--- config.mk ---
export PLATFORM = sky130hd
export DESIGN_NAME = tri_level_line_encoder
export DESIGN_NICKNAME = d
export VERILOG_FILES = /design/src/rtl/tle_pkg.sv /design/src/rtl/tle_phase_div.sv /design/src/rtl/tle_word_shifter.sv /design/src/rtl/tle_symbol_map.sv /design/src/rtl/tri_level_line_encoder.sv
export SDC_FILE = /design/constraint.sdc
export NUM_CORES = 1
export LEC_CHECK = 0
export BUFFER_PORTS_ARGS = -buffer_cell sky130_fd_sc_hd__clkbuf_2
export CORE_UTILIZATION = 50
export CTS_CLUSTER_DIAMETER = 50
export DETAILED_ROUTE_END_ITERATION = 8
export PLACE_DENSITY = 0.73
export REMOVE_ABC_BUFFERS = 1
export SLEW_MARGIN = 20
export SYNTH_ARGS = -nofsm -noshare
export SYNTH_HDL_FRONTEND = slang
export SYNTH_SLANG_ARGS = --single-unit
--- constraint.sdc ---
create_clock -name clk -period 2.63 [get_ports clk]
set_input_delay 0.3945 -clock clk [delete_from_list [all_inputs] [get_ports clk]]
set_output_delay 0.3945 -clock clk [all_outputs]
set_load 0.01 [all_outputs]
--- src/rtl/tle_pkg.sv ---
package tle_pkg;
    typedef enum logic [1:0] {
        SYM_LOW  = 2'b00,
        SYM_MID  = 2'b01,
        SYM_HIGH = 2'b10
    } line_sym_t;

    typedef enum logic [1:0] {
        ST_IDLE   = 2'b00,
        ST_SEND   = 2'b01,
        ST_STARVE = 2'b10
    } enc_state_t;
endpackage

--- src/rtl/tle_phase_div.sv ---
module tle_phase_div #(
    parameter int SYM_PER_WORD = 16
) (
    input  logic                            clk,
    input  logic                            rst,
    output logic [$clog2(SYM_PER_WORD)-1:0] phase,
    output logic                            second_half,
    output logic                            load_pt
);
    localparam int CNT_W = $clog2(SYM_PER_WORD);
    localparam logic [CNT_W-1:0] LAST = CNT_W'(SYM_PER_WORD - 1);

    always_ff @(posedge clk) begin
        if (rst) begin
            phase <= '0;
        end else if (phase == LAST) begin
            phase <= '0;
        end else begin
            phase <= phase + 1'b1;
        end
    end

    assign second_half = phase[0];
    assign load_pt     = (phase == LAST) && !rst;


    phase_wrap_chk: assert property (@(posedge clk) disable iff (rst)
        (phase == LAST) |=> (phase == '0));

    phase_step_chk: assert property (@(posedge clk) disable iff (rst)
        (phase != LAST) |=> (phase == $past(phase) + 1'b1));
endmodule

--- src/rtl/tle_word_shifter.sv ---
module tle_word_shifter #(
    parameter int WORD_W = 8
) (
    input  logic              clk,
    input  logic              rst,
    input  logic              load,
    input  logic              shift,
    input  logic [WORD_W-1:0] din,
    output logic              cur_bit
);
    logic [WORD_W-1:0] sreg;

    always_ff @(posedge clk) begin
        if (rst) begin
            sreg <= '0;
        end else if (load) begin
            sreg <= din;
        end else if (shift) begin
            sreg <= {sreg[WORD_W-2:0], 1'b0};
        end
    end

    assign cur_bit = sreg[WORD_W-1];


    shift_load_chk: assert property (@(posedge clk) disable iff (rst)
        load |=> (cur_bit == $past(din[WORD_W-1])));
endmodule

--- src/rtl/tle_symbol_map.sv ---
module tle_symbol_map
    import tle_pkg::*;
(
    input  logic      active,
    input  logic      data_bit,
    input  logic      second_half,
    output line_sym_t sym
);
    always_comb begin
        if (!active) begin
            sym = SYM_MID;
        end else if (data_bit ^ second_half) begin
            sym = SYM_LOW;
        end else begin
            sym = SYM_HIGH;
        end
    end
endmodule

--- src/rtl/tri_level_line_encoder.sv ---
module tri_level_line_encoder
    import tle_pkg::*;
#(
    parameter int WORD_W = 8
) (
    input  logic              clk,
    input  logic              rst,
    input  logic [WORD_W-1:0] word_data,
    input  logic              word_valid,
    output logic              word_ready,
    output logic [1:0]        line_sym,
    output logic              underrun
);
    localparam int SYM_PER_WORD = 2 * WORD_W;
    localparam int CNT_W        = $clog2(SYM_PER_WORD);

    enc_state_t       st_q, st_d;
    logic [CNT_W-1:0] phase;
    logic             second_half;
    logic             load_pt;
    logic             accept;
    logic             cur_bit;
    logic             active;
    line_sym_t        sym;

    tle_phase_div #(.SYM_PER_WORD(SYM_PER_WORD)) u_div (
        .clk         (clk),
        .rst         (rst),
        .phase       (phase),
        .second_half (second_half),
        .load_pt     (load_pt)
    );

    assign accept = load_pt && word_valid;

    always_comb begin
        st_d = st_q;
        unique case (st_q)
            ST_IDLE:   if (load_pt) st_d = word_valid ? ST_SEND : ST_STARVE;
            ST_SEND:   if (load_pt) st_d = word_valid ? ST_SEND : ST_STARVE;
            ST_STARVE: if (load_pt) st_d = word_valid ? ST_SEND : ST_STARVE;
            default:   st_d = ST_IDLE;
        endcase
    end

    always_ff @(posedge clk) begin
        if (rst) begin
            st_q <= ST_IDLE;
        end else begin
            st_q <= st_d;
        end
    end

    tle_word_shifter #(.WORD_W(WORD_W)) u_shift (
        .clk     (clk),
        .rst     (rst),
        .load    (accept),
        .shift   ((st_q == ST_SEND) && second_half),
        .din     (word_data),
        .cur_bit (cur_bit)
    );

    always_comb begin
        active     = 1'b0;
        underrun   = 1'b0;
        word_ready = load_pt;
        unique case (st_q)
            ST_IDLE:   begin active = 1'b0; underrun = 1'b0; end
            ST_SEND:   begin active = 1'b1; underrun = 1'b0; end
            ST_STARVE: begin active = 1'b0; underrun = 1'b1; end
            default:   begin active = 1'b0; underrun = 1'b0; end
        endcase
    end

    tle_symbol_map u_map (
        .active      (active),
        .data_bit    (cur_bit),
        .second_half (second_half),
        .sym         (sym)
    );

    assign line_sym = sym;


    no_illegal_sym_chk: assert property (@(posedge clk) disable iff (rst)
        line_sym != 2'b11);

    pair_balance_chk: assert property (@(posedge clk) disable iff (rst)
        (active && second_half) |-> (line_sym != SYM_MID && line_sym != $past(line_sym)));

    starve_flag_chk: assert property (@(posedge clk) disable iff (rst)
        (word_ready && !word_valid) |=> (underrun && line_sym == SYM_MID));

    accept_send_chk: assert property (@(posedge clk) disable iff (rst)
        (word_ready && word_valid) |=> (!underrun && line_sym != SYM_MID));

    reset_mid_chk: assert property (@(posedge clk)
        rst |=> (line_sym == SYM_MID && !underrun));
endmodule

After elaboration in Yosys (flattened, before gate mapping)
Cells that the tools add are included.
{ "op_classes": {"add_sub_neg": 1, "n_eq_ne": 3, "muxes": 7, "bitwise_logic": 2, "n_reduce_logical": 9} }
{ "ops": {"columns": ["operator", "count"], "rows": [
  ["8-bit 2-to-1 mux", 2],
  ["2-bit 2-to-1 mux", 3],
  ["4-bit by 1-bit adder with 4-bit output (second input constant)", 1],
  ["4-bit equality test (second input constant)", 1],
  ["2-bit OR reduction", 2],
  ["1-bit logical AND", 3],
  ["3-bit OR reduction", 1],
  ["2-bit by 1-bit equality test with 1-bit output (second input constant)", 1],
  ["2-bit equality test (second input constant)", 1],
  ["2-bit zero test", 1],
  ["1-bit 2-to-1 mux", 2],
  ["2-bit nonzero test", 1],
  ["1-bit zero test", 1],
  ["1-bit NOT", 1],
  ["1-bit bitwise XOR", 1]
]} }
{ "totals": {"regBits": 14, "input_bits": 11, "out_inout_bits": 4, "word_cells": 25} }

Logic depth before layout (Yosys ltp)
{ "depth": {"word_depth": 4, "depth_mapped": 5, "ltp_nobuf": 4} }

Cells and area by module
From an unflattened synthesis, not the netlist that was laid out.
{ "hier_totals": {"cells_unflattened": 66, "hier_area_um2": 674.4} }
{ "by_module_without_submodules": {"columns": ["mod", "instances", "cells_per_inst", "area_each_um2", "seq_area_each_um2"], "rows": [
  ["tle_word_shifter", 1, 35, 369.1, 160.2],
  ["tle_phase_div", 1, 17, 176.4, 80.1],
  ["tri_level_line_encoder", 1, 11, 112.6, 40.0],
  ["tle_symbol_map", 1, 3, 16.3, 0.0]
]} }

Worst setup path before layout
OpenSTA, ideal clock, no wires.
{ "synth_timing": {"path_type": "register to output", "from": "register u_div.phase[0]", "to": "output word_ready", "t_arrival_ns": 1.103, "required_time_ns": 2.236, "slack_ns": 1.132, "stages_incl_launch_ff": 5, "n_path_buf": 1, "path_cell_list": "dfxtp_1 > ha_1 > nand3_1 > clkbuf_1 > nor2_1"} }
{ "synth_between": {"elab_chain_len": 2} }
{ "synth_rtl": {"columns": ["item", "line", "text"], "rows": [
  ["start: declaration", "tle_phase_div.sv:6", "output logic [$clog2(SYM_PER_WORD)-1:0] phase,"],
  ["start signal: assignment", "tle_phase_div.sv:19", "phase <= phase + 1'b1;"],
  ["4-bit equality test", "tle_phase_div.sv:24", "assign load_pt = (phase == LAST) && !rst;"],
  ["1-bit logical AND", "tle_phase_div.sv:24", null],
  ["end: declaration", "tri_level_line_encoder.sv:10", "output logic word_ready,"]
]} }
Every way passes these cells.

Final worst setup path
Ends and elaborated chain as after synthesis.

==> reports/summary.txt <==
Final Setup Violations - 0
Clk buf depth - 2
IO buf count - 14
First drt pass iteration count - 4
Antenna violations before repair - 0
Vias - 575
Hold_sp - word_data[0]
Met2 Wirelength - 586 um
Crit-path cells - ha_1 > nand3_1 > nor2_1 > clkbuf_2
Worst Path Required - 2240 ps
Largest net degree at the start of global routing - 17
DRT iter0 DRCs - 8
Remaining antenna violation count after routing - 0
Hold endpoint - u_shift.sreg[0]$_SDFFE_PP0P_
Pwr dens - 489 mW/mm^2
Hold Buf Count CTS - 0
CP startpoint kind - flip-flop
Post-synthesis cell count - 76
Least-Margin Pin Slew - 396 ps
Critical path type - flip-flop to output pin
# H-tree levels - 1
Delay-heaviest family, CP - simple AND/OR/NAND/NOR gates
Setup bufs post-CTS - 0
Initial core utilization - 0.566
DRC - 0
Peak VDD IR - 0.313 mV
Total I/O pin count - 15
RSZ-0062 raised after global routing - no
Bufs and invs on worst path - 1
Fin Setup TNS - 0 ps
FP Rows - 12
Post-DP HPWL - 917 um
Clock Latency Late Sink - 270 ps
Final design utilization - 0.632
Relative slew slack - 0.736
Final wirelength - 1240 um
Hold Path Cell Cnt - 3
Fmax - 0.494 GHz
Drt wl/cell - 12.1 um
DR WL met3 - 58 um
Die width - 38.2 um
Worst R2R Path Depth - 4
Slew Limit Fails - 0
Final Hold Viols - 0
Post-synthesis sequential area ratio - 0.428
Avg Synthesized Cell Area - 8.61 um^2
Netlist cell types - 26
#FFs+latches synth - 14
Share of layout cells above drive strength 1 - 0.205
CTS tree - yes
Resized Gates After CTS - 0
CTS root buffer - clkbuf_4
Sink Count - 14
Outcome - finished clean
Core Footprint - 0.00116 mm^2
Placer congestion estimate - 0.720
Gr ovfl total - 0
Crit Path Max Fanout - 11
Worst setup margin - 605 ps
Area growth syn-to-layout - 11.7%
Total CTS buffers - 3
# fillers - 104
Clk slew on worst S/H paths - 70 ps
CP Data Arrival Time - 1630 ps
Worst R2R Setup Slack - 770 ps
Vias in the first global route - 500
Top Metal Used - met4
Die height - 38.2 um
DRT met1 WL - 585 um
Clk_skew - 6.16 ps
Worst setup EP type - output pin
Maxcap violations - 0
HP Class - input pin to flip-flop
Worst R2R Start - u_div.phase[0]$_SDFF_PP0_
N_diodes - 0
Layout Nets - 102
Mapped cell area - 654 um^2
Largest stage delay, worst path - 450 ps
Vias per cell - 5.64
Tmin final - 2030 ps
Ys Warns - 0
Fin crit share - 0.770
R2R Path End - u_shift.sreg[7]$_SDFFE_PP0P_
Slowest library cell on the worst path - dfxtp_1
Pre-CTS setup slack - 780 ps
First-pass GRT wire length - 2120 um
DIE AREA - 0.00146 mm^2
Tot GR Track Use - 0.216
P_leak - 0.269 nW
## power breakdown
group / leakage [nW] / total, mW / switching, mW / internal [mW]
logic: 0.142 / 0.0226 / 0.0113 / 0.0113
clock network: 0.0138 / 0.114 / 0.0611 / 0.0529
registers: 0.113 / 0.220 / 0.00463 / 0.216
total: 0.269 / 0.357 / 0.0770 / 0.280
## tightest hold or removal path, cell delays in order
cell,delay [ps]
clkbuf_2,80
nand4b_1,80
a21oi_1,60
## cell type report
class | instances | area, um^2 | area share
multi-input cells | 56 | 337 | 0.461
flip-flops and latches | 14 | 280 | 0.384
well taps | 14 | 17.5 | 0.0240
clock buffers | 3 | 22.5 | 0.0308
repair buffers | 14 | 70.1 | 0.0959
inverters | 1 | 3.75 | 0.00514
## how the worst max path moves through the flow
stage | start | to | slack, ps | depth (start not counted)
floorplan | u_div.phase[0]$_SDFF_PP0_ | u_shift.sreg[1]$_SDFFE_PP0P_ | 1100 | 4
CTS | u_div.phase[0]$_SDFF_PP0_ | word_ready | 580 | 4
global placement | u_div.phase[0]$_SDFF_PP0_ | u_shift.sreg[7]$_SDFFE_PP0P_ | 890 | 4
detailed placement | u_div.phase[0]$_SDFF_PP0_ | u_shift.sreg[7]$_SDFFE_PP0P_ | 780 | 4
finish | u_div.phase[0]$_SDFF_PP0_ | word_ready | 600 | 4
global route | u_div.phase[0]$_SDFF_PP0_ | word_ready | 430 | 4
## flip-flops by register name, summed over array words and instances, names as in the netlist
register / cells
u_shift.sreg: 8
st_q: 2
u_div.phase: 4
## metrics by stage
step / area, um^2 / power [mW] / std cells / hold WS (ps)
6_report: 731 / 0.357 / 102 / 393
5_1_grt: 731 / 0.378 / 102 / 400
4_1_cts: 731 / 0.362 / 102 / 387
3_5_place_dp: 708 / 0.248 / 99 / 479
3_3_place_gp: 708 / 0.248 / 99 / 474
2_1_floorplan: 621 / 0.234 / 71 / 450
## synthesized netlist by cell type
| cell type | n | share of area |
|---|---|---|
| clkbuf_1 | 3 | 0.017 |
| nand3b_1 | 1 | 0.011 |
| nand2_1 | 16 | 0.092 |
| a311oi_2 | 1 | 0.023 |
| buf_6 | 2 | 0.034 |
| nor3_1 | 8 | 0.061 |
| or2_1 | 1 | 0.0096 |
| nand2b_1 | 2 | 0.019 |
| nor3b_1 | 1 | 0.011 |
| o211ai_1 | 1 | 0.011 |
| nor2b_1 | 1 | 0.0096 |
| o211a_1 | 1 | 0.015 |
| ha_1 | 1 | 0.019 |
| nand4b_1 | 2 | 0.027 |
| and3_1 | 1 | 0.0096 |
| nor2_1 | 3 | 0.017 |
| a21oi_1 | 4 | 0.031 |
| a311oi_1 | 6 | 0.080 |
| o21ai_0 | 1 | 0.0076 |
| nand3_1 | 1 | 0.0076 |
| a21boi_0 | 1 | 0.011 |
| xor2_1 | 1 | 0.013 |
| and3b_1 | 1 | 0.013 |
| xnor2_1 | 1 | 0.013 |
| inv_1 | 1 | 0.0057 |
| dfxtp_1 | 14 | 0.43 |
## layer usage
metal	up-vias	GRT usage
met3	2	0.0523
li1	298	-
met5	-	0
met4	0	0.134
met1	261	0.293
met2	14	0.301
## kinds of logic (layout without fill, tap and decap cells)
family          count (synthesis)  in the layout  synth area share
fa+ha+maj                       1              1            0.0191
compound gates                 15             15             0.180
xor+xnor                        2              2            0.0268
buf+inv                         6             18            0.0574
simple gates                   38             38             0.289
flops                          14             14             0.428
## placed cells by master, fill, tap and decap left out
cell       n
xnor2_1    1
nor2_1     3
a21oi_1    4
a311oi_2   1
nor3_1     8
o211ai_1   1
nor3b_1    1
nand4b_1   2
a311oi_1   6
dfxtp_1   14
o211a_1    1
nand3b_1   1
ha_1       1
clkbuf_4   3
nand2_1   16
nand2b_1   2
a21boi_0   1
inv_1      1
nand3_1    1
nor2b_1    1
and3_1     1
clkbuf_2  14
o21ai_0    1
xor2_1     1
and3b_1    1
or2_1      1
Power figures use the tool's default switching activity.
